### src/rtl/tmr_pkg.sv
// Package: shared widths and encodings for the timer host port.
// Assumes byte-wide host access and 16-bit channel counts.
package tmr_pkg;
    localparam int BYTE_W = 8;
    localparam int CNT_W  = 2 * BYTE_W;
    localparam int MODE_W = 3;

    // Byte-access mode; ACC_NONE doubles as "no snapshot pending".
    typedef enum logic [1:0] {
        ACC_NONE = 2'd0,
        ACC_LO   = 2'd1,
        ACC_HI   = 2'd2,
        ACC_WORD = 2'd3
    } acc_e;
endpackage

### src/rtl/tmr_cw_decode.sv
// Module: turns one host write into per-channel command strobes.
// Assumes address NCH is the control port and that NCH is at most 3,
// so that the read-back select bits 3:1 cover every channel.
module tmr_cw_decode
    import tmr_pkg::*;
#(
    parameter int NCH = 3
) (
    input  logic              wr_en,
    input  logic [1:0]        addr,
    input  logic [BYTE_W-1:0] wdata,
    output logic [NCH-1:0]    cfg_stb,
    output logic [NCH-1:0]    cnt_snap,
    output logic [NCH-1:0]    st_snap,
    output logic [NCH-1:0]    data_wr,
    output acc_e              cfg_acc,
    output logic [MODE_W-1:0] cfg_mode,
    output logic              cfg_bcd
);
    localparam logic [1:0] CTL_ADDR = 2'(NCH);
    localparam logic [1:0] RB_SEL   = 2'd3;

    logic       is_ctl;
    logic       is_rb;
    logic [1:0] sel;

    // Field split of the control byte.
    always_comb begin
        is_ctl   = wr_en && (addr == CTL_ADDR);
        sel      = wdata[7:6];
        is_rb    = (sel == RB_SEL);
        cfg_acc  = acc_e'(wdata[5:4]);
        cfg_mode = wdata[3:1];
        cfg_bcd  = wdata[0];
    end

    for (genvar c = 0; c < NCH; c++) begin : g_ch
        // Per-channel strobes: program, count snapshot, status snapshot, data.
        always_comb begin
            cfg_stb[c]  = is_ctl && !is_rb && (sel == 2'(c)) && (cfg_acc != ACC_NONE);
            cnt_snap[c] = is_ctl && ((!is_rb && (sel == 2'(c)) && (cfg_acc == ACC_NONE))
                                  || (is_rb && wdata[c+1] && !wdata[5]));
            st_snap[c]  = is_ctl && is_rb && wdata[c+1] && !wdata[4];
            data_wr[c]  = wr_en && (addr == 2'(c));
        end
    end
endmodule

### src/rtl/tmr_chan_regs.sv
// Module: register state of one channel. Holds the configuration, the
// write and read byte toggles, and the count and status snapshots. It
// produces the read byte and the load strobe.
// Assumes data_wr, snapshot and rd_stb never coincide with cfg_stb, and
// that rd_stb never coincides with a write.
module tmr_chan_regs
    import tmr_pkg::*;
(
    input  logic              clk,
    input  logic              rst_n,
    input  logic              cfg_stb,
    input  acc_e              cfg_acc,
    input  logic [MODE_W-1:0] cfg_mode,
    input  logic              cfg_bcd,
    input  logic              cnt_snap,
    input  logic              st_snap,
    input  logic              data_wr,
    input  logic [BYTE_W-1:0] wdata,
    input  logic              rd_stb,
    input  logic [CNT_W-1:0]  live_cnt,
    input  logic              out_lvl,
    output logic [BYTE_W-1:0] rbyte,
    output logic              ld_stb,
    output logic [CNT_W-1:0]  ld_val,
    output logic [MODE_W-1:0] mode_o,
    output logic              bcd_o
);
    acc_e              acc;
    logic [MODE_W-1:0] mode;
    logic              bcd;
    logic              wr_hi;
    logic              rd_hi;
    logic [BYTE_W-1:0] wr_hold;
    acc_e              snap_st;
    logic [CNT_W-1:0]  snap_val;
    logic              st_pend;
    logic [BYTE_W-1:0] st_val;

    // Read byte selection: status first, then snapshot, then live count.
    always_comb begin
        if (st_pend) begin
            rbyte = st_val;
        end else if (snap_st == ACC_HI) begin
            rbyte = snap_val[CNT_W-1:BYTE_W];
        end else if (snap_st != ACC_NONE) begin
            rbyte = snap_val[BYTE_W-1:0];
        end else if ((acc == ACC_HI) || ((acc == ACC_WORD) && rd_hi)) begin
            rbyte = live_cnt[CNT_W-1:BYTE_W];
        end else begin
            rbyte = live_cnt[BYTE_W-1:0];
        end
    end

    // Channel state update on program, snapshot, data write and read.
    always_ff @(posedge clk) begin
        if (!rst_n) begin
            acc      <= ACC_WORD;
            mode     <= '0;
            bcd      <= 1'b0;
            wr_hi    <= 1'b0;
            rd_hi    <= 1'b0;
            wr_hold  <= '0;
            snap_st  <= ACC_NONE;
            snap_val <= '0;
            st_pend  <= 1'b0;
            st_val   <= '0;
            ld_stb   <= 1'b0;
            ld_val   <= '0;
        end else begin
            ld_stb <= 1'b0;
            if (cfg_stb) begin
                acc     <= cfg_acc;
                mode    <= cfg_mode;
                bcd     <= cfg_bcd;
                wr_hi   <= 1'b0;
                rd_hi   <= 1'b0;
                snap_st <= ACC_NONE;
                st_pend <= 1'b0;
            end else begin
                if (cnt_snap && (snap_st == ACC_NONE)) begin
                    snap_val <= live_cnt;
                    snap_st  <= acc;
                end
                if (st_snap && !st_pend) begin
                    st_val  <= {out_lvl, 1'b0, acc, mode, bcd};
                    st_pend <= 1'b1;
                end
                if (data_wr) begin
                    unique case (acc)
                        ACC_LO: begin
                            ld_stb <= 1'b1;
                            ld_val <= {{BYTE_W{1'b0}}, wdata};
                        end
                        ACC_HI: begin
                            ld_stb <= 1'b1;
                            ld_val <= {wdata, {BYTE_W{1'b0}}};
                        end
                        ACC_WORD: begin
                            if (wr_hi) begin
                                ld_stb <= 1'b1;
                                ld_val <= {wdata, wr_hold};
                            end else begin
                                wr_hold <= wdata;
                            end
                            wr_hi <= !wr_hi;
                        end
                        default: ;
                    endcase
                end
                if (rd_stb) begin
                    if (st_pend) begin
                        st_pend <= 1'b0;
                    end else if (snap_st == ACC_WORD) begin
                        snap_st <= ACC_HI;
                    end else if (snap_st != ACC_NONE) begin
                        snap_st <= ACC_NONE;
                    end else if (acc == ACC_WORD) begin
                        rd_hi <= !rd_hi;
                    end
                end
            end
        end
    end

    assign mode_o = mode;
    assign bcd_o  = bcd;

    p_load_after_write_r2: assert property (@(posedge clk) disable iff (!rst_n)
        ld_stb |-> $past(data_wr));
    p_prog_clears_r12: assert property (@(posedge clk) disable iff (!rst_n)
        cfg_stb |=> (!st_pend && (snap_st == ACC_NONE) && !wr_hi && !rd_hi));
    p_snap_once_r7: assert property (@(posedge clk) disable iff (!rst_n)
        (cnt_snap && !cfg_stb && (snap_st != ACC_NONE)) |=> $stable(snap_val));
    p_status_once_r8: assert property (@(posedge clk) disable iff (!rst_n)
        (st_snap && !cfg_stb && st_pend) |=> $stable(st_val));
    p_status_first_r10: assert property (@(posedge clk) disable iff (!rst_n)
        (rd_stb && st_pend) |=> (snap_st == $past(snap_st)));
endmodule

### src/rtl/tmr_host_port.sv
// Module: top of the timer host port. Decodes host accesses, keeps one
// register slice per channel and muxes the read byte.
// Assumes at most one of wr_en / rd_en per cycle.
module tmr_host_port
    import tmr_pkg::*;
#(
    parameter int NCH = 3
) (
    input  logic                  clk,
    input  logic                  rst_n,
    input  logic [1:0]            addr,
    input  logic                  wr_en,
    input  logic                  rd_en,
    input  logic [7:0]            wdata,
    output logic [7:0]            rdata,
    input  logic [NCH*16-1:0]     cnt_in,
    input  logic [NCH-1:0]        out_in,
    output logic [NCH-1:0]        ld_stb,
    output logic [NCH*16-1:0]     ld_val,
    output logic [NCH*3-1:0]      chan_mode,
    output logic [NCH-1:0]        chan_bcd
);
    logic [NCH-1:0]    cfg_stb;
    logic [NCH-1:0]    cnt_snap;
    logic [NCH-1:0]    st_snap;
    logic [NCH-1:0]    data_wr;
    acc_e              cfg_acc;
    logic [MODE_W-1:0] cfg_mode;
    logic              cfg_bcd;
    logic [BYTE_W-1:0] rbyte [NCH];

    tmr_cw_decode #(.NCH(NCH)) u_dec (
        .wr_en    (wr_en),
        .addr     (addr),
        .wdata    (wdata),
        .cfg_stb  (cfg_stb),
        .cnt_snap (cnt_snap),
        .st_snap  (st_snap),
        .data_wr  (data_wr),
        .cfg_acc  (cfg_acc),
        .cfg_mode (cfg_mode),
        .cfg_bcd  (cfg_bcd)
    );

    for (genvar c = 0; c < NCH; c++) begin : g_ch
        logic rd_stb;
        // Read strobe for this channel; writes take precedence.
        always_comb rd_stb = rd_en && !wr_en && (addr == 2'(c));

        tmr_chan_regs u_ch (
            .clk      (clk),
            .rst_n    (rst_n),
            .cfg_stb  (cfg_stb[c]),
            .cfg_acc  (cfg_acc),
            .cfg_mode (cfg_mode),
            .cfg_bcd  (cfg_bcd),
            .cnt_snap (cnt_snap[c]),
            .st_snap  (st_snap[c]),
            .data_wr  (data_wr[c]),
            .wdata    (wdata),
            .rd_stb   (rd_stb),
            .live_cnt (cnt_in[c*CNT_W +: CNT_W]),
            .out_lvl  (out_in[c]),
            .rbyte    (rbyte[c]),
            .ld_stb   (ld_stb[c]),
            .ld_val   (ld_val[c*CNT_W +: CNT_W]),
            .mode_o   (chan_mode[c*MODE_W +: MODE_W]),
            .bcd_o    (chan_bcd[c])
        );
    end

    // Read mux; the control port reads as zero.
    always_comb begin
        rdata = '0;
        for (int c = 0; c < NCH; c++) begin
            if (addr == 2'(c)) rdata = rbyte[c];
        end
    end

    p_ctl_reads_zero_r11: assert property (@(posedge clk) disable iff (!rst_n)
        (rd_en && (addr == 2'(NCH))) |-> (rdata == '0));
    p_single_strobe_r10: assert property (@(posedge clk) disable iff (!rst_n)
        !(wr_en && rd_en));
endmodule

### config.mk
export PLATFORM = sky130hd
export DESIGN_NAME = tmr_host_port
export DESIGN_NICKNAME = d
export VERILOG_FILES = /design/src/rtl/tmr_pkg.sv /design/src/rtl/tmr_cw_decode.sv /design/src/rtl/tmr_chan_regs.sv /design/src/rtl/tmr_host_port.sv
export SDC_FILE = /design/constraint.sdc
export NUM_CORES = 1
export LEC_CHECK = 0
export BUFFER_PORTS_ARGS = -buffer_cell sky130_fd_sc_hd__buf_4
export CORE_ASPECT_RATIO = 1.2
export CORE_MARGIN = 4
export CORE_UTILIZATION = 30
export CTS_CLUSTER_SIZE = 28
export DETAILED_ROUTE_END_ITERATION = 16
export RECOVER_POWER = 50
export SLEW_MARGIN = 20
export SYNTH_ARGS = -nofsm -noshare
export SYNTH_HDL_FRONTEND = slang
export SYNTH_SLANG_ARGS = --single-unit
### constraint.sdc
create_clock -name clk -period 2.7 [get_ports clk]
set_input_delay 0.135 -clock clk [delete_from_list [all_inputs] [get_ports clk]]
set_output_delay 0.135 -clock clk [all_outputs]
set_load 0.005 [all_outputs]
==> results.tsv, run 1 <==
stage	metric	value	unit
outcome	outcome	complete, but fails checks	
outcome	violations	max-capacitance violations, max-slew violations	
logic_synthesis	syn_area_per_cell	8.875	µm²
clock_network	worstSkewPairLatency	0.43	ns
finish	fill_cells	2903	
floorplanning	die-width	163.0	µm
logic_synthesis	synth_edf_count	0	
route	finalWirelength	26230	µm
power_and_ir_drop	p_total	0.005786	W
sta	whs	0.08395	ns
setup_path	critPathLaunch	g_ch[0].u_ch.acc[0]$_SDFFE_PN1P_	
route	drt_pre_antenna_iters	5	
sta	hold_viol_final	0	
setup_path	cp-start-kind	flop	
sta	tightest_slew	1.610	ns
route	ant_nets	0	
global_route	gr-total-overflow	0	
logic_synthesis	synth_area_leaders	dfxtp_1 41%, mux2i_1 11%, nor2b_1 6.5%	
global_route	grt_usage	0.1650	
flow_run	cap_viol_max_count	1	
clock_network	cts.path.max_buffers	2	
floorplanning	dieArea	31640	µm²
placed_design	port_buffers	135	
setup_path	cp.arrival	2.47	ns
logic_synthesis	ys_types	63	
power_and_ir_drop	power_leakage	4.274	nW
floorplanning	io_pins	136	
logic_synthesis	ys_seq_area_frac	0.4095	
logic_synthesis	synth_nets	1049	
sta	slew_viol_final	10	
clock_network	cts_tree	done	
sta	relSlewSlack	-0.08308	
global_route	grt_pass1_vias	7369	
floorplanning	start_util	0.3072	
floorplanning	die_h	194.0	µm
setup_path	r2r-start	g_ch[1].u_ch.snap_st[1]$_SDFF_PP0_	
placed_design	routabilityCongestion	0.8324	
route	wl_per_cell	17.32	µm
sta	fmax	384.5	MHz
logic_synthesis	yosysTopAreaCell	dfxtp_1	
worst_hold_path	holdCritPathClass	in2reg	
clock_network	numClockSinks	177	
sta	tns	0	ns
route	drt-initial-drc-count	405	
route	drc_errors	0	
logic_synthesis	netlist_area	8653	µm²
sta	rsz0062_at_grt	no	
sta	timing.final.crit_share	0.9634	
logic_synthesis	synth-warning-count	0	
sta	setup_viol	0	
setup_path	path_max_fanout	11	
logic_synthesis	synth_ff_type	dfxtp_1	
finish	drive_above_1_share	0.1887	
route	num_vias	7434	
logic_synthesis	netlist.area_leader.share	0.4095	
finish	fin_nets	1197	
logic_synthesis	synthCells	975	
setup_path	crit_path_end_kind	output pin	
global_route	grt_first_pass_wirelength	41270	µm
clock_network	ctsRootBufferMaster	clkbuf_16	
clock_network	h-tree-depth	4	
setup_path	crit_type	reg2out	
global_route	grt_start_max_net_pins	60	
sta	clock_skew	0.007503	ns
sta	fin_crit	2.601	ns
logic_synthesis	ys_seq_elements	177	
worst_hold_path	min_from	wdata[2]	
global_route	antenna_found_initial	1	
route	viasPerCell	4.910	
power_and_ir_drop	peakVddDrop	0.3386	mV
logic_synthesis	synthArstFlopShare	0	
clock_network	numCtsBuffers	17	
finish	mostFrequentLayoutCell	dfxtp_1	
power_and_ir_drop	powerDensity	525.9	nW/µm²
placed_design	dp_hpwl	18070	µm
floorplanning	core	28170	µm²
finish	layout_common_cells	175 x dfxtp_1, 136 x nand2_1, 95 x mux2i_1, 93 x buf_4, 90 x nor2b_1	
clock_network	cts.clk_slew.worst_paths	0.07	ns
setup_path	worstPathRequired	2.57	ns
floorplanning	rows	67	
finish	syn_to_final_growth	27.14	%
synth_stat cells, types with 4 or more instances:
master	count
o21ai_0	51
nand2_1	136
nand2b_1	8
a22oi_1	4
nand4_1	8
nor2b_1	90
mux2i_1	95
a211oi_1	6
ha_1	9
o211ai_1	8
buf_2	13
o221ai_1	4
mux2_2	4
buf_6	5
nor3_1	4
buf_4	19
and2_1	4
a21boi_0	47
or2_2	4
o211a_1	24
clkbuf_1	46
a21oi_1	51
nand3_1	38
nor3b_1	25
nor2_1	20
inv_1	15
dfxtp_1	177
critical path, stage by stage, from the launching register on:
cell and delay, ns:
dfxtp_1 0.38, inv_1 0.10, ha_1 0.24, a21oi_2 0.19, buf_6 0.18, mux2i_1 0.19, a211oi_1 0.10, or4_4 0.51
buf_4 0.15
where the power goes:
group / switching (W) / leakage [nW] / total [W] / internal [W]
logic: 0.000298 / 2.56 / 0.000577 / 0.000280
clock network: 0.00105 / 0.288 / 0.00253 / 0.00148
registers: 0.0000301 / 1.43 / 0.00268 / 0.00265
total: 0.00138 / 4.27 / 0.00579 / 0.00441
logic make-up (layout without fill, tap and decap cells):
kind of cell	after synthesis	after routing	synth area share
and+or+nand+nor	371	371	0.2334
AOI/OAI and AO/OA	212	212	0.1647
DFF	177	177	0.4095
buffers and inverters	103	262	0.05957
muxes	100	100	0.1168
adders and majority gates	9	9	0.01301
xor gates and xnor gates	3	3	0.003037
other	0	1	0
sequential cells by signal, summed over array words and instances (netlist names):
| signal | flops |
|---|---|
| g_ch.u_ch.st_pend | 3 |
| g_ch.u_ch.mode_o | 9 |
| g_ch.u_ch.rd_hi | 3 |
| g_ch.u_ch.ld_val | 48 |
| g_ch.u_ch.bcd_o | 3 |
| g_ch.u_ch.st_val | 21 |
| g_ch.u_ch.ld_stb | 3 |
| g_ch.u_ch.snap_st | 6 |
| g_ch.u_ch.wr_hi | 3 |
| g_ch.u_ch.wr_hold | 24 |
| g_ch.u_ch.acc | 6 |
| g_ch.u_ch.snap_val | 48 |
what timing repair did:
action                                  CTS  global route
endpoints found under the hold margin    52             0
gates cloned                              0             0
resized for setup                         8             7
setup buffers                             2             1
pin swaps                                 1             3
hold buffers                             52             0
endpoints found under the setup margin    2             4
routing by layer:
metal / GRT usage / part of all wire / vias to the layer above
met1: 0.2231 / 0.46 / 3538
met3: 0.02573 / 0.044 / 29
met2: 0.2685 / 0.48 / 189
met4: 0.05531 / 0.020 / 0
li1: - / - / 3678
met5: 0 / 0 / -
path summary, 6_finish.rpt:
path	to	slack [ns]	cells after the start
worst min register to register	g_ch[0].u_ch.ld_val[14]$_SDFFE_PN0P_	0.45	2
worst min-delay path	g_ch[0].u_ch.wr_hold[2]$_SDFFE_PN0P_	0.08	3
worst max-delay path	rdata[5]	0.1	8
worst max register to register	g_ch[1].u_ch.snap_val[15]$_SDFFE_PN0P_	0.70	6
metrics by stage:
stage | worst slack (ns) | cell area [µm²] | utilization | std cells
2_1_floorplan | 0.4476 | 8653 | - | 975
3_3_place_gp | 0.3262 | 9917 | 0.3521 | 1428
3_5_place_dp | 0.2936 | 9917 | 0.3521 | 1428
4_1_cts | 0.01968 | 11080 | 0.3932 | 1512
5_1_grt | 0.0005635 | 11000 | 0.3906 | 1514
6_report | 0.09893 | 11000 | 0.3906 | 1514
final cells by class:
class | count | area, µm² | area share
Clock buffer | 23 | 498.0 | 0.04526
Clock inverter | 7 | 101.3 | 0.009212
Timing Repair Buffer | 216 | 1703 | 0.1548
Sequential cell | 177 | 3548 | 0.3225
Inverter | 16 | 60.06 | 0.005459
Tap cell | 379 | 474.2 | 0.04310
Antenna cell | 1 | 2.502 | 0.0002275
Multi-Input combinational cell | 695 | 4614 | 0.4194
Note: power is estimated with default switching activity, not from simulation.
==> run 2: changes to the inputs <==
- ABC_AREA: default -> 1
- CAP_MARGIN: default -> 20
==> results.tsv, run 2 <==
stage	metric	value	unit
outcome	outcome	complete, no violations	
global_route	gr-total-overflow	0	
global_route	use_met1	0.2297	
global_route	grtUsageMet3	0.03647	
logic_synthesis	yosysTopAreaCell	dfxtp_1	
power_and_ir_drop	p_comb_frac	0.106	
clock_network	numClockSinks	177	
logic_synthesis	ys_seq_area_frac	0.4370	
global_route	grt_usage	0.1826	
logic_synthesis	synth_nets	1216	
clock_network	post_cts_buffers	0	
clock_network	cts_tree	done	
setup_path	cpMaxStageDelayCell	dfxtp_1	
clock_network	ctsRootBufferMaster	clkbuf_16	
logic_synthesis	synth.most_common_cell	nand2_1	
setup_path	max_stage_delay	0.33	ns
global_route	met2_usage	0.3103	
floorplanning	rows	65	
worst_hold_path	hold_depth	3	
setup_path	r2r-start	g_ch[0].u_ch.acc[1]$_SDFFE_PN1P_	
setup_path	worstPathRequired	2.57	ns
finish	drive_above_1_share	0.1379	
setup_path	crit_chain	inv_1 -> ha_1 -> clkinv_1 -> nand2_1 -> nand2_1 -> nand3_1 -> nand2_1 -> a21oi_1 -> nand3_1 -> buf_4	
setup_path	path_max_fanout	10	
sta	clock_skew	0.01517	ns
logic_synthesis	ys_types	31	
logic_synthesis	synthCells	1142	
finish	syn_to_final_growth	25.89	%
logic_synthesis	netlist_area	8109	µm²
route	viasPerCell	4.963	
global_route	grt.busiest_layer	met2	
sta	tns	0	ns
route	finalWirelength	27250	µm
logic_synthesis	synth_edf_count	0	
sta	tightest_slew	0.7896	ns
floorplanning	start_util	0.3068	
clock_network	ctsResizeCount	0	
setup_path	cpMostUsedCell	nand2_1	
route	drt-initial-drc-count	640	
finish	fill_cells	2786	
flow_run	cap_viol_max_count	0	
worst_hold_path	min_from	cnt_in[44]	
setup_path	r2r_slack	0.40	ns
setup_path	cp.arrival	2.42	ns
finish	reg_top3	g_ch.u_ch.ld_val: 48 flops, g_ch.u_ch.snap_val: 48 flops, g_ch.u_ch.wr_hold: 24 flops	
sta	fin_crit	2.552	ns
setup_path	worstReg2RegEnd	g_ch[0].u_ch.ld_val[2]$_SDFFE_PN0P_	
floorplanning	die-width	158.1	µm
logic_synthesis	ys_seq_elements	177	
clock_network	numCtsBuffers	17	
clock_network	h-tree-depth	4	
route	wl_per_cell	16.54	µm
logic_synthesis	netlist_top_cells_count	223 x nand2_1, 206 x a21oi_1, 177 x dfxtp_1	
worst_hold_path	whs_endpoint	g_ch[2].u_ch.snap_val[12]$_SDFFE_PN0P_	
route	drt_pre_antenna_iters	5	
finish	layout_common_cells	223 x nand2_1, 206 x a21oi_1, 177 x dfxtp_1, 137 x nand3_1, 103 x nor2_1	
placed_design	routabilityCongestion	0.8324	
setup_path	crit_type	reg2out	
sta	fmax	391.9	MHz
finish	antenna_cells	0	
logic_synthesis	synth_area_leaders	dfxtp_1 44%, a21oi_1 13%, nand2_1 10%	
power_and_ir_drop	power.switching	0.001472	W
sta	hold_viol_final	0	
floorplanning	core	26430	µm²
route	drc_errors	0	
global_route	grt_start_max_net_pins	47	
clock_network	cts.path.max_buffers	2	
placed_design	dp_hpwl	19590	µm
route	ant_nets	0	
sta	relSlewSlack	0.4736	
floorplanning	dieArea	29740	µm²
placed_design	dp_cells	1573	
logic_synthesis	synth-warning-count	0	
finish	mostFrequentLayoutCell	nand2_1	
power_and_ir_drop	p_clk_frac	0.427	
placed_design	port_buffers	135	
sta	timing.final.crit_share	0.9451	
clock_network	cts.clk_slew.worst_paths	0.07	ns
power_and_ir_drop	peakVddDrop	0.4430	mV
finish	final-seq-area	3543	µm²
power_and_ir_drop	power_leakage	4.184	nW
setup_path	reg2regPathDepth	9	
power_and_ir_drop	p_seq_frac	0.468	
global_route	antenna_found_initial	0	
finish	multi_input_area	3875	µm²
clock_network	worstSkewPairLatency	0.43	ns
floorplanning	die_h	188.1	µm
finish	final_cells	1648	
global_route	grt_pass1_vias	8015	
setup_path	crit_path_end_kind	output pin	
floorplanning	io_pins	136	
power_and_ir_drop	powerDensity	561.4	nW/µm²
logic_synthesis	syn_area_per_cell	7.101	µm²
power_and_ir_drop	switching_share	0.2569	
worst_hold_path	holdCritPathClass	in2reg	
global_route	grt_first_pass_wirelength	43230	µm
route	num_vias	8179	
sta	whs	0.01161	ns
sta	setup_viol	0	
sta	rsz0062_at_grt	no	
finish	fin_nets	1374	
logic_synthesis	synthArstFlopShare	0	
sta	slew_viol_final	0	
setup_path	cp-start-kind	flop	
logic_synthesis	netlist.area_leader.share	0.4370	
logic_synthesis	synth_ff_type	dfxtp_1	
power_and_ir_drop	p_int	0.004259	W
-- run 2: cell types whose count changed after synthesis, sizes merged, moves of 21 or more --
| cell | previous run | this run |
|---|---|---|
| a21oi | 53 | 206 |
| o21ai | 53 | 90 |
| mux2i | 95 | 0 |
| nand3 | 41 | 138 |
| clkbuf | 49 | 28 |
| nor2 | 26 | 110 |
| inv | 15 | 82 |
| a21boi | 48 | 0 |
| o211a | 24 | 0 |
| nor3b | 25 | 0 |
| nor2b | 90 | 0 |
| nand2 | 137 | 231 |
-- run 2: power by group through the flow --
stage	sequential [W]	clock, W	combinational (W)
after floorplan	0.00273	0	0.000299
after global placement	0.00274	0	0.000561
after detailed placement	0.00274	0	0.000563
after CTS	0.00268	0.00250	0.000615
after global routing	0.00268	0.00260	0.000668
final	0.00268	0.00245	0.000605
-- run 2: logic make-up after synthesis --
kind of cell,synth area share
simple gates,0.2686
compound gates,0.1981
flops,0.4370
buf+inv,0.08239
fa+ha+maj,0.01389
-- run 2: worst max-delay path by stage --
| stage | end | cells after the start | start |
|---|---|---|---|
| after floorplan | rdata[4] | 8 | g_ch[2].u_ch.acc[1]$_SDFFE_PN1P_ |
| after global placement | rdata[1] | 10 | g_ch[2].u_ch.acc[0]$_SDFFE_PN1P_ |
| after detailed placement | rdata[1] | 10 | g_ch[2].u_ch.acc[0]$_SDFFE_PN1P_ |
| after CTS | rdata[1] | 10 | g_ch[2].u_ch.acc[0]$_SDFFE_PN1P_ |
| after global routing | rdata[1] | 10 | g_ch[2].u_ch.acc[0]$_SDFFE_PN1P_ |
| final | rdata[1] | 10 | g_ch[2].u_ch.acc[0]$_SDFFE_PN1P_ |
-- run 2: per-stage QoR --
stage | cell area [µm²] | total power (W) | util | worst slack [ns]
after global routing | 10210 | 0.005949 | 0.3862 | 0.01919
after floorplan | 8109 | 0.003031 | - | 1.131
after global placement | 9351 | 0.003299 | 0.3538 | 0.7071
after detailed placement | 9351 | 0.003303 | 0.3538 | 0.6568
final | 10210 | 0.005731 | 0.3862 | 0.1483
after CTS | 10350 | 0.005799 | 0.3918 | 0.1830
-- run 2: worst max-delay path, delay by kind of cell, from the launching register on --
| family | cells | cell delay (ns) |
|---|---|---|
| and+or+nand+nor | 5 | 0.70 |
| buffers and inverters | 3 | 0.55 |
| DFF | 1 | 0.33 |
| AOI/OAI and AO/OA | 1 | 0.24 |
| adders and majority gates | 1 | 0.16 |
-- run 2: timing repair --
action	4_1_cts	5_1_grt
setup endpoints to repair	0	0
hold endpoints to repair	43	0
hold buffers	43	0
-- run 2: layout make-up --
type | count | area share
repair buffers | 198 | 0.1440
well taps | 335 | 0.04106
flip-flops and latches | 177 | 0.3471
clock inverters | 12 | 0.01336
inverters | 87 | 0.03211
clock buffers | 20 | 0.04278
multi-input cells | 819 | 0.3796
-- run 2: per-layer routing --
metal,part of all wire,vias to the layer above
met5,0,-
met4,0.025,0
met3,0.051,44
met2,0.50,229
met1,0.42,3784
li1,-,4122
==> run 3: changes to the inputs <==
--- a/config.mk
+++ b/config.mk
@@ -14,6 +14,7 @@
 export CTS_CLUSTER_SIZE = 28
 export DETAILED_ROUTE_END_ITERATION = 16
+export PLACE_DENSITY = 0.53
 export RECOVER_POWER = 50
-export SLEW_MARGIN = 20
+export SLEW_MARGIN = 10
 export SYNTH_ARGS = -nofsm -noshare
 export SYNTH_HDL_FRONTEND = slang
==> constraint.sdc (replaced) <==
create_clock -name clk -period 2.7 [get_ports clk]
set_input_delay 0.27 -clock clk [delete_from_list [all_inputs] [get_ports clk]]
set_output_delay 0.27 -clock clk [all_outputs]
set_load 0.005 [all_outputs]
==> results.tsv, run 3 (synthesized netlist as in run 2, its figures left out) <==
stage	metric	value	unit
outcome	outcome	complete, no violations	
global_route	grt_usage	0.1786	
finish	mostFrequentLayoutCell	nand2_1	
sta	slew_viol_final	0	
sta	tns	0	ns
floorplanning	die-width	158.1	µm
flow_run	cap_viol_max_count	0	
sta	rsz0062_at_grt	no	
floorplanning	dieArea	29740	µm²
sta	setup_viol	0	
setup_path	cp-start-kind	flop	
clock_network	cts_hold_buf	0	
setup_path	crit_chain	inv_1 -> ha_1 -> inv_1 -> nand2_1 -> inv_1 -> nor2_1 -> o21ai_0 -> nand2_1 -> nand3_1 -> buf_4	
finish	syn_to_final_growth	20.86	%
sta	fmax	388.8	MHz
placed_design	dp_hpwl	19380	µm
sta	tightest_slew	1.005	ns
finish	drive_above_1_share	0.1416	
route	wl_per_cell	16.71	µm
clock_network	ctsRootBufferMaster	clkbuf_16	
clock_network	h-tree-depth	4	
worst_hold_path	holdCritPathClass	in2reg	
setup_path	worstPathRequired	2.43	ns
route	routed.top_layer	met4	
setup_path	crit_path_end_kind	output pin	
finish	reg_top3	g_ch.u_ch.ld_val: 48 flops, g_ch.u_ch.snap_val: 48 flops, g_ch.u_ch.wr_hold: 24 flops	
route	drt_pre_antenna_iters	5	
route	wl_met3	1310	µm
power_and_ir_drop	peakVddDrop	0.3344	mV
sta	timing.final.crit_share	0.9525	
finish	fill_cells	2841	
clock_network	worstSkewPairLatency	0.43	ns
finish	fin_nets	1332	
power_and_ir_drop	p_total	0.005713	W
clock_network	numClockSinks	177	
floorplanning	start_util	0.3068	
setup_path	crit_type	reg2out	
route	finalWirelength	26840	µm
clock_network	numCtsBuffers	17	
global_route	gr-total-overflow	0	
setup_path	crit_family	buffers and inverters	
sta	hold_viol_final	0	
floorplanning	io_pins	136	
finish	multi_input_area	3895	µm²
route	drc_errors	0	
setup_path	crit_buf_inv	4	
clock_network	cts.path.max_buffers	2	
floorplanning	core	26430	µm²
finish	antenna_cells	0	
route	wl_met2	13200	µm
route	ant_nets	0	
clock_network	cts_tree	done	
global_route	grt_first_pass_wirelength	42000	µm
placed_design	port_buffers	135	
clock_network	post_cts_buffers	0	
route	num_vias	7921	
setup_path	cp.arrival	2.30	ns
sta	relSlewSlack	0.3302	
floorplanning	rows	65	
placed_design	routabilityCongestion	0.8335	
clock_network	cts.clk_slew.worst_paths	0.06	ns
setup_path	cpMaxStageDelayCell	dfxtp_1	
route	viasPerCell	4.932	
floorplanning	die_h	188.1	µm
route	wl_met1	11860	µm
finish	final-seq-area	3543	µm²
setup_path	max_stage_delay	0.38	ns
global_route	grt_pass1_vias	7608	
setup_path	path_max_fanout	9	
setup_path	cpMostUsedCell	inv_1	
finish	layout_common_cells	222 x nand2_1, 206 x a21oi_1, 177 x dfxtp_1, 137 x nand3_1, 101 x nor2_1	
route	drt-initial-drc-count	488	
global_route	grt_start_max_net_pins	72	
sta	fin_crit	2.572	ns
power_and_ir_drop	power_leakage	3.999	nW
power_and_ir_drop	powerDensity	582.9	nW/µm²
sta	clock_skew	0.01168	ns
global_route	antenna_found_initial	0	
-- run 3: cell count changes in the layout (fill, tap and decap cells not counted), moves of 2 or more --
cell / before / now
nor2_1: 103 / 101
clkbuf_4: 38 / 32
nor3_4: 0 / 2
dlygate4sd3_1: 43 / 0
clkinv_2: 3 / 5
clkbuf_1: 36 / 42
nor2_2: 3 / 5
nor3_1: 12 / 10
-- run 3: worst paths after layout --
kind         slack (ns)                                  end                                start  cells after the start
max                0.13                             rdata[0]     g_ch[1].u_ch.acc[0]$_SDFFE_PN1P_                     10
min                0.10  g_ch[2].u_ch.st_val[7]$_SDFFE_PN0P_                            out_in[2]                      3
max reg2reg        0.39  g_ch[0].u_ch.ld_val[7]$_SDFFE_PN0P_     g_ch[0].u_ch.acc[1]$_SDFFE_PN1P_                      7
min reg2reg        0.46  g_ch[0].u_ch.st_val[5]$_SDFFE_PN0P_  g_ch[0].u_ch.st_val[5]$_SDFFE_PN0P_                      2
-- run 3: what timing repair did --
item / 4_1_cts / 5_1_grt
endpoints found under the setup margin: 2 / 2
gates resized for setup: 2 / 4
pin swaps: 0 / 0
-- run 3: layout make-up --
| class | instances | area share |
|---|---|---|
| clock buffers | 20 | 0.04558 |
| clock inverters | 12 | 0.01366 |
| inverters | 87 | 0.03358 |
| multi-input cells | 819 | 0.3974 |
| flip-flops and latches | 177 | 0.3615 |
| well taps | 335 | 0.04277 |
| repair buffers | 156 | 0.1055 |
-- run 3: worst register-to-register path: stages, from the launching register on --
cell and delay, ns:
dfxtp_1 0.40, ha_1 0.19, clkbuf_1 0.44, inv_1 0.18
nand2_1 0.52, o21ai_0 0.22, o21ai_0 0.21, nor2_1 0.05
-- run 3: layer usage --
layer	GRT usage	up-vias
met3	0.03532	29
met4	0.05448	0
met2	0.2979	191
met5	0	-
met1	0.2318	3662
li1	-	4039
-- run 3: where the power goes --
part	switching, W	internal, W
combinational	0.000357	0.000198
clock	0.00109	0.00139
sequential	0.0000263	0.00265
total	0.00147	0.00424
-- run 3: through the flow --
stage / utilization / cells / hold slack (ns) / worst slack, ns / instance area [µm²]
finish: 0.3708 / 1606 / 0.1038 / 0.1283 / 9801
global route: 0.3708 / 1606 / 0.1152 / 0.01118 / 9801
CTS: 0.3767 / 1606 / 0.09252 / 0.02977 / 9956
detailed placement: 0.3546 / 1574 / 0.4475 / 0.3743 / 9371
global placement: 0.3546 / 1574 / 0.4441 / 0.4365 / 9371
floorplan: - / 1142 / 0.4297 / 0.9963 / 8109
